===== src/rtl/irqm_pkg.sv =====
package irqm_pkg;

    localparam int DEF_LINES    = 5;
    localparam int DEF_ADDR_W   = 16;
    localparam int DEF_VEC_BASE = 'h40;
    localparam int DEF_VEC_STEP = 8;

    typedef enum logic [2:0] {
        ST_RUN  = 3'd0,
        ST_HALT = 3'd1,
        ST_ENT0 = 3'd2,
        ST_ENT1 = 3'd3,
        ST_ENT2 = 3'd4,
        ST_ENT3 = 3'd5,
        ST_ENT4 = 3'd6
    } seq_e;

    function automatic logic in_entry(input seq_e s);
        return (s == ST_ENT0) || (s == ST_ENT1) || (s == ST_ENT2) ||
               (s == ST_ENT3) || (s == ST_ENT4);
    endfunction

endpackage


===== src/rtl/irqm_pick.sv =====
module irqm_pick #(
    parameter int LINES = irqm_pkg::DEF_LINES,
    parameter int IDX_W = (LINES > 1) ? $clog2(LINES) : 1
) (
    input  logic [LINES-1:0] live,
    output logic             hit,
    output logic [IDX_W-1:0] idx
);
    always_comb begin
        hit = |live;
        idx = '0;
        for (int i = LINES - 1; i >= 0; i--) begin
            if (live[i]) idx = IDX_W'(i);
        end
    end
endmodule


===== src/rtl/irqm_flag.sv =====
module irqm_flag (
    input  logic clk,
    input  logic rst,
    input  logic take,
    input  logic busy,
    input  logic di_stb,
    input  logic ei_stb,
    input  logic reti_stb,
    output logic ime
);
    always_ff @(posedge clk) begin
        if (rst) begin
            ime <= 1'b0;
        end else if (take) begin
            ime <= 1'b0;
        end else if (!busy) begin
            if (di_stb)                ime <= 1'b0;
            else if (ei_stb || reti_stb) ime <= 1'b1;
        end
    end
endmodule


===== src/rtl/irqm_seq.sv =====
module irqm_seq
    import irqm_pkg::*;
#(
    parameter int LINES    = DEF_LINES,
    parameter int ADDR_W   = DEF_ADDR_W,
    parameter int VEC_BASE = DEF_VEC_BASE,
    parameter int VEC_STEP = DEF_VEC_STEP,
    parameter int IDX_W    = (LINES > 1) ? $clog2(LINES) : 1
) (
    input  logic              clk,
    input  logic              rst,
    input  logic              ime,
    input  logic              hit,
    input  logic [IDX_W-1:0]  idx,
    input  logic              halt_stb,
    output logic              take,
    output logic              busy,
    output logic              dispatch,
    output logic [LINES-1:0]  ack,
    output logic [ADDR_W-1:0] handler_addr,
    output logic              push_req,
    output logic              push_hi,
    output logic              pc_load,
    output logic              halt_active
);
    seq_e             st_q, st_d;
    logic [IDX_W-1:0] idx_q;

    always_comb begin
        take = ((st_q == ST_RUN) || (st_q == ST_HALT)) && ime && hit;
        busy = take || in_entry(st_q);
    end

    always_comb begin
        st_d = st_q;
        unique case (st_q)
            ST_RUN:  if (take) st_d = ST_ENT0;
                     else if (halt_stb) st_d = ST_HALT;
            ST_HALT: if (take) st_d = ST_ENT0;
                     else if (hit) st_d = ST_RUN;
            ST_ENT0: st_d = ST_ENT1;
            ST_ENT1: st_d = ST_ENT2;
            ST_ENT2: st_d = ST_ENT3;
            ST_ENT3: st_d = ST_ENT4;
            ST_ENT4: st_d = ST_RUN;
            default: st_d = ST_RUN;
        endcase
    end

    always_ff @(posedge clk) begin
        if (rst) begin
            st_q  <= ST_RUN;
            idx_q <= '0;
        end else begin
            st_q <= st_d;
            if (take) idx_q <= idx;
        end
    end

    always_comb begin
        ack = '0;
        if (st_q == ST_ENT0) ack[idx_q] = 1'b1;
        dispatch     = (st_q == ST_ENT0);
        push_req     = (st_q == ST_ENT2) || (st_q == ST_ENT3);
        push_hi      = (st_q == ST_ENT2);
        pc_load      = (st_q == ST_ENT4);
        halt_active  = (st_q == ST_HALT);
        handler_addr = ADDR_W'(VEC_BASE) + ADDR_W'(VEC_STEP) * ADDR_W'(idx_q);
    end
endmodule


===== src/rtl/irq_master_ctrl.sv =====
module irq_master_ctrl
    import irqm_pkg::*;
#(
    parameter int LINES    = DEF_LINES,
    parameter int ADDR_W   = DEF_ADDR_W,
    parameter int VEC_BASE = DEF_VEC_BASE,
    parameter int VEC_STEP = DEF_VEC_STEP
) (
    input  logic              clk,
    input  logic              rst,
    input  logic              di_stb,
    input  logic              ei_stb,
    input  logic              reti_stb,
    input  logic              halt_stb,
    input  logic [LINES-1:0]  req_vec,
    input  logic [LINES-1:0]  en_mask,
    output logic              dispatch,
    output logic [LINES-1:0]  ack,
    output logic [ADDR_W-1:0] handler_addr,
    output logic              push_req,
    output logic              push_hi,
    output logic              pc_load,
    output logic              halt_active
);
    localparam int IDX_W = (LINES > 1) ? $clog2(LINES) : 1;

    logic             ime, hit, take, busy;
    logic [IDX_W-1:0] win_idx;
    logic [LINES-1:0] live;

    assign live = req_vec & en_mask;

    irqm_pick #(.LINES(LINES), .IDX_W(IDX_W)) u_pick (
        .live (live),
        .hit  (hit),
        .idx  (win_idx)
    );

    irqm_flag u_flag (
        .clk      (clk),
        .rst      (rst),
        .take     (take),
        .busy     (busy),
        .di_stb   (di_stb),
        .ei_stb   (ei_stb),
        .reti_stb (reti_stb),
        .ime      (ime)
    );

    irqm_seq #(
        .LINES(LINES), .ADDR_W(ADDR_W), .VEC_BASE(VEC_BASE),
        .VEC_STEP(VEC_STEP), .IDX_W(IDX_W)
    ) u_seq (
        .clk          (clk),
        .rst          (rst),
        .ime          (ime),
        .hit          (hit),
        .idx          (win_idx),
        .halt_stb     (halt_stb),
        .take         (take),
        .busy         (busy),
        .dispatch     (dispatch),
        .ack          (ack),
        .handler_addr (handler_addr),
        .push_req     (push_req),
        .push_hi      (push_hi),
        .pc_load      (pc_load),
        .halt_active  (halt_active)
    );
endmodule


===== config.mk =====
export PLATFORM = sky130hd
export DESIGN_NAME = irq_master_ctrl
export DESIGN_NICKNAME = d
export VERILOG_FILES = /design/src/rtl/irqm_pkg.sv /design/src/rtl/irqm_pick.sv /design/src/rtl/irqm_flag.sv /design/src/rtl/irqm_seq.sv /design/src/rtl/irq_master_ctrl.sv
export SDC_FILE = /design/constraint.sdc
export NUM_CORES = 1
export LEC_CHECK = 0
export CAP_MARGIN = 20
export CORE_MARGIN = 2
export CORE_UTILIZATION = 39
export DETAILED_ROUTE_END_ITERATION = 12
export PLACE_DENSITY_LB_ADDON = 0.15
export REMOVE_ABC_BUFFERS = 1
export SYNTH_ARGS = -nofsm -noshare
export SYNTH_HDL_FRONTEND = slang
export SYNTH_HIERARCHICAL = 1
export SYNTH_SLANG_ARGS = --single-unit
export TNS_END_PERCENT = 1

===== constraint.sdc =====
create_clock -name clk -period 6.25 [get_ports clk]
set_input_delay 1.25 -clock clk [delete_from_list [all_inputs] [get_ports clk]]
set_output_delay 1.25 -clock clk [all_outputs]
set_load 0.01 [all_outputs]

Word level (Yosys, flattened, before mapping)
Index checks and enable logic that the tools add are counted.
{"block": "word_totals", "regBits": 7, "elab_cells": 48}
{"block": "classes", "mux": 15, "n_reduce_logical": 17, "bitwise": 2, "magnitude_cmp": 2, "add_sub_neg": 1, "n_eq_ne": 8}
{"operator": "$mux 3", "count": 9}
{"operator": "$pmux 3 s6", "count": 1}
{"operator": "$eq 3x3->1 const B", "count": 3}
{"operator": "$add 7x6->8 const A", "count": 1}
{"operator": "$logic_or 1x1->1", "count": 8}
{"operator": "$eq 3x2->1 const B", "count": 2}
{"operator": "$and 5x5->5", "count": 1}
{"operator": "$mux 5", "count": 1}
{"operator": "$reduce_or 5->1", "count": 1}
{"operator": "$lt 3x4->1 const B", "count": 1}
{"operator": "$reduce_and 2->1", "count": 2}
{"operator": "$demux 1 s3", "count": 1}
{"operator": "$eq 3x1->1 const B", "count": 1}
{"operator": "$ge 3x1->1 const B", "count": 1}
{"operator": "$logic_and 1x1->1", "count": 3}
{"operator": "$logic_not 3->1", "count": 1}
{"operator": "$mux 1", "count": 3}
{"operator": "$ne 3x1->1 const B", "count": 1}
{"operator": "$ne 3x3->1 const B", "count": 1}
{"operator": "$reduce_bool 2->1", "count": 1}
{"operator": "$reduce_or 2->1", "count": 1}
{"operator": "$not 1->1", "count": 1}

Logic depth before layout (Yosys ltp)
Gate-level depths: netlist of run 1.
{"block": "logic_depth", "word_depth": 8, "depth_mapped": 8}

By module
Netlist of run 1, hierarchy kept.
{"mod": "irqm_seq", "area_per_inst_um2": 538.0, "cells_each": 61, "seq_area_each_um2": 120.1, "n_inst": 1}
{"mod": "irqm_flag", "area_per_inst_um2": 52.6, "cells_each": 5, "seq_area_each_um2": 20.0, "n_inst": 1}
{"mod": "irqm_pick", "area_per_inst_um2": 48.8, "cells_each": 8, "seq_area_each_um2": 0.0, "n_inst": 1}
{"mod": "irq_master_ctrl", "area_per_inst_um2": 31.3, "cells_each": 5, "seq_area_each_um2": 0.0, "n_inst": 1}

Least setup slack after synthesis of run 1
No wires, ideal clock.
{"block": "synth_path", "kind": "input-to-reg", "from": "in req_vec[0]", "to": "reg u_flag.ime", "setup_time_ns": 0.103, "setup_slack_ns": 3.354, "t_required_ns": 6.147, "stages": 8, "arrival_time_ns": 2.793, "n_path_buf": 1, "cell_sequence": "and2_1 > nor4_2 > nand2b_1 > and4bb_1 > buf_6 > o21bai_1 > o21bai_1 > a2111oi_2"}
{"block": "synth_between", "elab_chain_len": 6, "word_cells_on_any_way": 7}
{"item": "from (decl)", "line_no": "irq_master_ctrl.sv:15", "text": "input logic [LINES-1:0] req_vec,"}
{"item": "$and 5x5->5", "line_no": "irq_master_ctrl.sv:31", "text": "assign live = req_vec & en_mask;"}
{"item": "$reduce_or 5->1", "line_no": "irqm_pick.sv:10", "text": "hit = |live;"}
{"item": "net hit", "line_no": "irq_master_ctrl.sv:27", "text": "logic ime, hit, take, busy;"}
{"item": "$logic_and 1x1->1", "line_no": "irqm_seq.sv:30", "text": "take = ((st_q == ST_RUN) || (st_q == ST_HALT)) && ime && hit;"}
{"item": "net take", "line_no": "irq_master_ctrl.sv:27"}
{"item": "$logic_or 1x1->1", "line_no": "irqm_seq.sv:31", "text": "busy = take || in_entry(st_q);"}
{"item": "net busy", "line_no": "irq_master_ctrl.sv:27"}
{"item": "$not 1->1 (no source line)"}
{"item": "$reduce_and 2->1 (no source line)"}
{"item": "to (signal assigned)", "line_no": "irqm_flag.sv:15", "text": "ime <= 1'b0;"}
{"item": "to (signal assigned)", "line_no": "irqm_flag.sv:17", "text": "if (di_stb) ime <= 1'b0;"}
{"item": "to (signal assigned)", "line_no": "irqm_flag.sv:18", "text": "else if (ei_stb || reti_stb) ime <= 1'b1;"}
{"item": "to (decl)", "line_no": "irqm_flag.sv:9", "text": "output logic ime"}
The timed path passes the listed nets, and every way through them passes these cells.
A chain may end at the register's enable or synchronous reset.

Final worst setup path of run 1
{"block": "layout_path", "from": "reg u_seq.st_q[1]", "to": "out ack[1]"}
{"block": "layout_between", "elab_chain_len": 2}
{"item": "from (decl)", "line_no": "irqm_seq.sv:26", "text": "seq_e st_q, st_d;"}
{"item": "from (signal assigned)", "line_no": "irqm_seq.sv:55", "text": "st_q <= st_d;"}
{"item": "$eq 3x2->1", "line_no": "irqm_seq.sv:62", "text": "if (st_q == ST_ENT0) ack[idx_q] = 1'b1;"}
{"item": "$mux 5", "line_no": "irqm_seq.sv:62"}
{"item": "to (decl)", "line_no": "irq_master_ctrl.sv:18", "text": "output logic [LINES-1:0] ack,"}
Every way passes these cells.

==> reports/metrics.yaml, run 1 <==
job:
  maxCapViolCount: 0
synth:
  synth_edf_count: 0
  synthesis.area_um2: 670.6
  ys_seq_elements: 7
  synth_top_cells_by_area: "dfxtp_1 21%, buf_4 15%, and2_1 7.5%"
  synth_flop_cell: "dfxtp_1"
  syn-mean-instance-area_um2: 8.489
  synth.distinct_cells: 31
  synth_top_cell_by_area: "dfxtp_1"
  synth_top_area_share: 0.2090
  yosys_warnings: 6
  async_reset_ff_frac: 0
  seq_area_frac_synth: 0.2090
  synth_cells: 79
sta:
  rsz0062_at_grt: "no"
  setup_viol: 0
  finalCritPeriodShare: 0.5103
  fin_skew_ps: 4.043
  setup_slack_ps: 3060
  tns_ps: 0
  layout_min_cycle_time_ps: 3190
  fmax_ghz: 0.3135
  hold_viol_final: 0
  slew_viol_final: 0
setup_path:
  reg2reg_from: "u_seq/st_q[2]$_SDFFE_PP0P_"
  cp-endpoint: "ack[1]"
  cp-startpoint: "u_seq/st_q[1]$_SDFFE_PP0P_"
  regToRegSetupSlack_ps: 4520
  cp.required_ps: 5000
  reg2reg_depth: 4
  r2r_end: "u_flag/ime$_SDFFE_PP0P_"
  worstPathArrival_ps: 1940
  path_max_fanout: 9
  endpoint_kind: "output pin"
  cp-start-kind: "flop"
  path_class: "reg -> out"
layout:
  nNetsFinal: 122
  seq_area_um2: 140.1
  drive_gt1_frac: 0.1333
  multi_input_area_um2: 430.4
  num_antenna_cells: 0
  syn2layout_area_growth_pct: 35.45
  fillers: 157
drt:
  num_vias: 581
  dr.first_iter.drc_count: 10
  drt_first_pass_iters: 4
  drt.antenna.violating_nets: 0
  viasPerCell: 4.802
  wire_per_inst_um: 10.60
  drc: 0
  wl_mm: 1.283
grt:
  grt_pass1_wl_mm: 2.028
  grt_start_max_net_pins: 12
  gr-total-overflow: 0
  antenna_found_initial: 0
  grt_use_total: 0.1375
  grt_pass1_vias: 492
clock_network:
  root_buffer: "clkbuf_4"
  cts_tree: "built"
  htreeDepth: 1
  clk-insertion-delay-late_ps: 250
  cts_buffer_depth: 2
  cts_setup_buffers: 0
  cts_inserted_buffers: 3
  cts.sinks: 7
  ctsHoldBuffers: 0
  ctsResizeCount: 0
  cts.clk_slew.worst_paths_ps: 60
floorplan:
  ioPinCount: 42
  initial_core_util: 0.4302
  core-area_mm2: 0.001559
  row_count: 14
  die_width_um: 45.47
  die_y_um: 45.47
  die_area_mm2: 0.002068
placed_design:
  gp_congestion: 0.7369
  io_buffers: 28
  hpwl_mm: 1.030
  pre_cts_ws_ps: 2835
power_and_ir_drop:
  internal-power_mw: 0.1033
  p_sw_frac: 0.3215
  pwr-share-seq: 0.371
  max-vdd-ir-drop_uv: 63.78
  power.share.clock: 0.276
  power_frac_comb: 0.353
  switchingPower_mw: 0.04893
  power_density_mw_per_mm2: 167.5
  p_leak_nw: 0.3485
run_status:
  status: "finished, final reports clean"
min_path:
  hp-class: "reg -> reg"
kinds of logic (layout without fill, tap and decap cells):
| logic type | after synthesis | count (layout) | synth area share |
|---|---|---|---|
| flip-flops | 7 | 7 | 0.2089 |
| other | 2 | 13 | 0.01120 |
| AND/OR/NAND/NOR | 35 | 35 | 0.3694 |
| buffers and inverters | 20 | 35 | 0.2108 |
| multiplexers | 4 | 4 | 0.05970 |
| AO/OA/AOI/OAI | 11 | 11 | 0.1399 |
cell usage in the layout, fill, tap and decap left out, types with 2 or more instances in the layout:
cell             count
o21bai_1             2
dfxtp_1              7
nor2_1               8
nor2b_1              2
nand2b_1             4
and2_1               8
inv_1                3
clkdlybuf4s50_1     28
mux2i_1              4
a21oi_1              2
nor3b_2              2
conb_1              13
clkbuf_4             3
nor3_1               2
power by group through the flow:
stage	combinational [mW]	clock, mW	sequential [mW]
5_1_grt	0.0587	0.0463	0.0578
4_1_cts	0.0539	0.0437	0.0565
6_report	0.0537	0.0419	0.0565
3_3_place_gp	0.0531	0	0.0575
2_1_floorplan	0.0336	0	0.0559
3_5_place_dp	0.0536	0	0.0574
state kept, by name (all words and copies together) (netlist names):
| name | flops |
|---|---|
| u_seq/st_q | 3 |
| u_seq/idx_q | 3 |
| u_flag/ime | 1 |
stage by stage:
step | hold WS [ps] | util | area [um^2] | cells | total power, mW
floorplan | 476.7 | - | 581.8 | 73 | 0.08941
global placement | 505.0 | 0.5658 | 882.1 | 117 | 0.1105
detailed placement | 511.2 | 0.5658 | 882.1 | 117 | 0.1110
CTS | 518.9 | 0.5827 | 908.4 | 121 | 0.1540
global route | 561.2 | 0.5827 | 908.4 | 121 | 0.1629
finish | 522.4 | 0.5827 | 908.4 | 121 | 0.1522
worst min path at each step:
stage / start / to / slack, ps / depth (start not counted)
2_1_floorplan: u_flag/ime$_SDFFE_PP0P_ / u_flag/ime$_SDFFE_PP0P_ / 480 / 2
3_3_place_gp: u_flag/ime$_SDFFE_PP0P_ / u_flag/ime$_SDFFE_PP0P_ / 500 / 2
3_5_place_dp: u_flag/ime$_SDFFE_PP0P_ / u_flag/ime$_SDFFE_PP0P_ / 510 / 2
4_1_cts: u_flag/ime$_SDFFE_PP0P_ / u_flag/ime$_SDFFE_PP0P_ / 520 / 2
5_1_grt: u_flag/ime$_SDFFE_PP0P_ / u_flag/ime$_SDFFE_PP0P_ / 560 / 2
6_report: u_flag/ime$_SDFFE_PP0P_ / u_flag/ime$_SDFFE_PP0P_ / 520 / 2
layer usage:
layer,up-vias,wire (um),track usage
met5,-,0,0
met4,0,12,0.08824
met3,2,104,0.03571
met2,28,652,0.2310
met1,258,514,0.1511
li1,293,-,-
layout make-up:
| type | instances | area share |
|---|---|---|
| clock buffers | 4 | 0.02893 |
| inverters | 3 | 0.01240 |
| multi-input cells | 63 | 0.4738 |
| flip-flops and latches | 7 | 0.1543 |
| well taps | 16 | 0.02204 |
| repair buffers | 28 | 0.3085 |
critical path, cell delays in order, from the launching register on:
cell,delay (ps)
dfxtp_1,480
nor3b_4,350
nand2b_2,130
nor3b_2,180
clkdlybuf4s50_1,550
cells in the mapped netlist (2+ instances only):
master / count
buf_6: 2
buf_4: 13
a21oi_1: 2
nor3_1: 2
and2_1: 8
nor2b_1: 2
o21bai_1: 2
nor2_1: 8
nor3b_2: 2
buf_2: 2
nand2b_1: 4
conb_1: 2
inv_1: 3
dfxtp_1: 7
mux2i_1: 4
Power figures use the tool's default switching activity.
==> run 2: changes to the inputs <==
Settings changed: CORE_ASPECT_RATIO from default to 0.7, CORE_UTILIZATION 39 to 36.
Clock period 6.25 ns to 3.3 ns, I/O delays scaled along.
==> run 2 against run 1 <==
  * Worst setup slack lost 2400 ps
  * Critical path type unchanged
  * Core utilization shrank 7.5 points
  * Sequential share of layout area shrank 0.13 points
  * Clock skew shrank 2.5 ps
  * First-iteration DRC count shrank 50%
  * Design area grew 0.83%
==> reports/metrics.yaml, run 2 (same netlist as run 1, synthesis figures left out) <==
drt:
  wire_per_inst_um: 9.780
  wl_mm: 1.242
  drc: 0
  num_vias: 578
  drt.antenna.violating_nets: 0
  viasPerCell: 4.551
  drt_first_pass_iters: 4
  dr.first_iter.drc_count: 5
layout:
  seq_area_um2: 140.1
  final_cell_mix: "28 x clkdlybuf4s50_1, 13 x conb_1, 8 x and2_1, 8 x nor2_1, 7 x dfxtp_1"
  syn2layout_area_growth_pct: 36.57
  nNetsFinal: 122
  utilization: 0.5073
  final_common_cell: "clkdlybuf4s50_1"
  num_antenna_cells: 0
  drive_gt1_frac: 0.1333
  multi_input_area_um2: 430.4
  reg.largest.list: "u_seq/idx_q: 3 flops, u_seq/st_q: 3 flops, u_flag/ime: 1 flops"
  fillers: 177
setup_path:
  path_max_fanout: 9
  cp.required_ps: 2640
  path_class: "reg -> out"
  cp-start-kind: "flop"
  slowest_stage: "clkdlybuf4s50_1"
  max_stage_delay_ps: 560
  worstPathArrival_ps: 1960
  path_cells: "nor3b_4 -> nand2b_2 -> nor3b_2 -> clkdlybuf4s50_1"
  endpoint_kind: "output pin"
grt:
  grt_pass1_vias: 436
  gr-total-overflow: 0
  grt_pass1_wl_mm: 1.904
  grt_start_max_net_pins: 12
  grt_use_total: 0.1163
  antenna_found_initial: 0
placed_design:
  hpwl_mm: 1.007
  gp_congestion: 0.7606
  io_buffers: 28
floorplan:
  row_count: 13
  ioPinCount: 42
  die_area_mm2: 0.002230
  initial_core_util: 0.3714
  core-area_mm2: 0.001805
  die_y_um: 40.11
  die_width_um: 55.59
sta:
  slew_viol_final: 0
  finalCritPeriodShare: 0.7930
  layout_min_cycle_time_ps: 2617
  tns_ps: 0
  rsz0062_at_grt: "no"
  fmax_ghz: 0.3821
  hold_viol_final: 0
  setup_viol: 0
  fin_skew_ps: 1.562
clock_network:
  root_buffer: "clkbuf_4"
  cts_setup_buffers: 0
  ctsResizeCount: 0
  htreeDepth: 1
  ctsHoldBuffers: 0
  clk-insertion-delay-late_ps: 250
  cts_buffer_depth: 2
  cts.sinks: 7
  cts.clk_slew.worst_paths_ps: 60
  cts_inserted_buffers: 3
  cts_tree: "built"
job:
  maxCapViolCount: 0
power_and_ir_drop:
  max-vdd-ir-drop_uv: 236.6
  p_leak_nw: 0.3485
  power_density_mw_per_mm2: 316.8
run_status:
  status: "finished, final reports clean"
min_path:
  hp-class: "reg -> reg"
-- run 2: final timing paths --
check / cells after the start / end / slack [ps] / start
worst min-delay path: 2 / u_flag/ime$_SDFFE_PP0P_ / 530 / u_flag/ime$_SDFFE_PP0P_
worst max-delay path: 4 / ack[1] / 680 / u_seq/st_q[1]$_SDFFE_PP0P_
worst min register to register: 2 / u_flag/ime$_SDFFE_PP0P_ / 530 / u_flag/ime$_SDFFE_PP0P_
worst max register to register: 4 / u_flag/ime$_SDFFE_PP0P_ / 1570 / u_seq/st_q[2]$_SDFFE_PP0P_
-- run 2: area by class of cell --
| type | instances | area share |
|---|---|---|
| multi-input combinational | 63 | 0.4699 |
| inverter | 3 | 0.01230 |
| timing repair buffer | 28 | 0.3060 |
| tap | 22 | 0.03005 |
| sequential | 7 | 0.1530 |
| clock buffer | 4 | 0.02869 |
-- run 2: where the power goes --
group | switching (mW) | internal (mW) | total, mW
sequential | 0.0154 | 0.0921 | 0.107
clock | 0.0347 | 0.0463 | 0.0810
combinational | 0.0446 | 0.0572 | 0.102
-- run 2: per-layer routing --
metal | global-route usage | vias to the layer above | part of all wire | wire (um)
met2 | 0.1935 | 28 | 0.43 | 534
met3 | 0.05806 | 2 | 0.094 | 117
met5 | 0 | - | 0 | 0
met4 | 0.03659 | 0 | 0.0097 | 12
li1 | - | 297 | - | -
met1 | 0.1353 | 251 | 0.46 | 577
-- run 2: through the flow --
| stage | instance area (um^2) | cells | worst slack, ps | power [mW] | hold slack [ps] |
|---|---|---|---|---|---|
| after CTS | 915.9 | 127 | 668.9 | 0.2938 | 533.5 |
| final | 915.9 | 127 | 683.1 | 0.2902 | 527.0 |
| after floorplan | 581.8 | 73 | 1004 | 0.1693 | 476.7 |
| after detailed placement | 889.6 | 123 | 424.8 | 0.2116 | 520.7 |
| after global routing | 915.9 | 127 | 548.3 | 0.3098 | 566.6 |
| after global placement | 889.6 | 123 | 500.9 | 0.2101 | 511.9 |
-- run 2: worst max-delay path, delay by kind of cell (launching register included) --
family        cells  cell delay [ps]
buf+inv           1              560
flops             1              500
simple gates      3              640
==> run 3: changes to the inputs <==
Settings changed: CORE_UTILIZATION 36 to 32.
Clock period 3.3 ns to 2.2 ns, I/O delays scaled along.
==> run 3 against run 2 <==
  * The flow now finishes with violations (design-rule violations)
  * Clock power rose by 54%
  * Count of clock-buffer cells in the layout did not move
  * Sequential share of layout area fell by 1.6 points
  * Worst setup slack got worse by 590 ps
  * Via count rose by 8.5%
  * Largest power group is now combinational logic
  * Critical endpoint is now ack[3]
  * Largest cell class unchanged
  * Combinational power rose by 90%
==> reports/metrics.yaml, run 3 (same netlist as run 1, synthesis figures left out) <==
power_and_ir_drop:
  p_leak_nw: 0.4755
  internal-power_mw: 0.3164
  max-vdd-ir-drop_uv: 209.3
  p_total_mw: 0.4697
  pwr-share-seq: 0.322
  power_density_mw_per_mm2: 458.9
  power.share.clock: 0.266
  power_frac_comb: 0.413
  p_sw_frac: 0.3264
  switchingPower_mw: 0.1533
placed_design:
  io_buffers: 28
  postPlaceCellArea_um2: 957.2
  pre_cts_ws_ps: -200.3
  dp_cells: 132
  gp_congestion: 0.6711
  hpwl_mm: 1.179
drt:
  wire_per_inst_um: 11.09
  drc: 1
  drt_first_pass_iters: 8
  viasPerCell: 4.511
  wl_mm: 1.541
  drt.antenna.violating_nets: 0
  num_vias: 627
  dr.first_iter.drc_count: 7
setup_path:
  slowest_stage: "clkdlybuf4s50_1"
  path_cells: "nor3b_4 -> and4b_1 -> clkdlybuf4s50_1"
  worstPathArrival_ps: 1670
  max_stage_delay_ps: 540
  endpoint_kind: "output pin"
  cp_num_buf_inv: 1
  path_depth: 3
  cp.required_ps: 1760
  cp-start-kind: "flop"
  reg2reg_depth: 5
  path_delay_family: "buffers and inverters"
  path_max_fanout: 4
  regToRegSetupSlack_ps: 730
  reg2reg_from: "u_seq/st_q[2]$_SDFFE_PP0P_"
  path_class: "reg -> out"
  r2r_end: "u_flag/ime$_SDFFE_PP0P_"
min_path:
  worstHoldStart: "u_flag/ime$_SDFFE_PP0P_"
  hp-class: "reg -> reg"
  hold_path_depth: 2
  min_to: "u_flag/ime$_SDFFE_PP0P_"
clock_network:
  root_buffer: "clkbuf_4"
  cts_buffer_depth: 2
  cts.clk_slew.worst_paths_ps: 60
  htreeDepth: 1
  cts.sinks: 7
  clk-insertion-delay-late_ps: 260
  ctsHoldBuffers: 0
  cts_tree: "built"
  cts_inserted_buffers: 3
floorplan:
  die_y_um: 42.30
  die_area_mm2: 0.002484
  die_width_um: 58.72
  row_count: 13
  core-area_mm2: 0.001919
  ioPinCount: 42
  initial_core_util: 0.3494
run_status:
  violations: "design-rule violations"
  status: "complete, but fails checks"
grt:
  antenna_found_initial: 0
  grt_use_total: 0.1353
  gr-total-overflow: 0
  grt_pass1_vias: 595
  grt_start_max_net_pins: 11
  grt_pass1_wl_mm: 2.546
sta:
  setup_slack_ps: 92.49
  hold_viol_final: 0
  setup_viol: 0
  layout_min_cycle_time_ps: 2108
  fmax_ghz: 0.4745
  fin_skew_ps: 9.564
  slew_viol_final: 0
  finalCritPeriodShare: 0.9580
  rsz0062_at_grt: "yes"
layout:
  stdcell_count: 139
  final_common_cell: "clkdlybuf4s50_1"
  num_antenna_cells: 0
  final_cell_area_mm2: 0.001023
  final_cell_mix: "24 x clkdlybuf4s50_1, 13 x conb_1, 12 x buf_4"
  syn2layout_area_growth_pct: 52.61
  drive_gt1_frac: 0.2308
  reg.largest.list: "u_seq/idx_q: 3 flops, u_seq/st_q: 3 flops, u_flag/ime: 1 flops"
  nNetsFinal: 134
job:
  maxCapViolCount: 0
-- run 3: cell types whose count changed in the layout (fill, tap and decap cells not counted) --
cell / previous run / this run
buf_4: 0 / 12
clkdlybuf4s50_1: 28 / 24
dlymetal6s2s_1: 0 / 3
and2_1: 8 / 7
and2_4: 0 / 1
dlygate4sd2_1: 0 / 1
nor4_2: 1 / 0
nor4_4: 0 / 1
-- run 3: metal layers --
layer | global-route usage | share of wire | vias up
li1 | - | - | 316
met1 | 0.1639 | 0.47 | 284
met2 | 0.2067 | 0.43 | 25
met3 | 0.08951 | 0.10 | 2
met4 | 0.01364 | 0.0045 | 0
met5 | 0 | 0 | -
-- run 3: what timing repair did --
item / 4_1_cts / 5_1_grt
setup endpoints to repair: 3 / 4
gates resized for setup: 1 / 5
pin swaps: 0 / 2
setup buffers: 2 / 1
-- run 3: worst min-delay path, cell delays in order, from the launching register on --
cell	delay [ps]
dfxtp_1	340
inv_1	80
a2111oi_2	60
-- run 3: cell type report --
| type | instances | area (um^2) |
|---|---|---|
| clock buffers | 4 | 26.28 |
| inverters | 3 | 11.26 |
| well taps | 22 | 27.53 |
| fillers | 187 | 895.9 |
| repair buffers | 40 | 376.6 |
| flip-flops and latches | 7 | 140.1 |
| multi-input cells | 63 | 441.7 |
-- run 3: power by group through the flow --
stage          registers, mW  clock network, mW  logic, mW
2_1_floorplan          0.159                  0     0.0953
4_1_cts                0.151              0.125      0.189
3_3_place_gp           0.154                  0      0.183
6_report               0.151              0.125      0.194
3_5_place_dp           0.154                  0      0.184
5_1_grt                0.152              0.134      0.213
-- run 3: metrics by stage --
step | hold WS (ps) | TNS, ps | util
after floorplan | 476.7 | 0 | -
after global placement | 516.8 | -177.3 | 0.4987
after detailed placement | 522.0 | -200.3 | 0.4987
after CTS | 530.3 | 0 | 0.5196
after global routing | 554.9 | -9.964 | 0.5332
final | 523.8 | 0 | 0.5332
-- run 3: how the worst max path moves through the flow --
stage | to | start
after global routing | u_flag/ime$_SDFFE_PP0P_ | req_vec[3]
after global placement | u_flag/ime$_SDFFE_PP0P_ | req_vec[0]
after floorplan | u_flag/ime$_SDFFE_PP0P_ | req_vec[0]
final | ack[3] | u_seq/st_q[1]$_SDFFE_PP0P_
after detailed placement | u_flag/ime$_SDFFE_PP0P_ | req_vec[0]
after CTS | ack[2] | u_seq/st_q[1]$_SDFFE_PP0P_
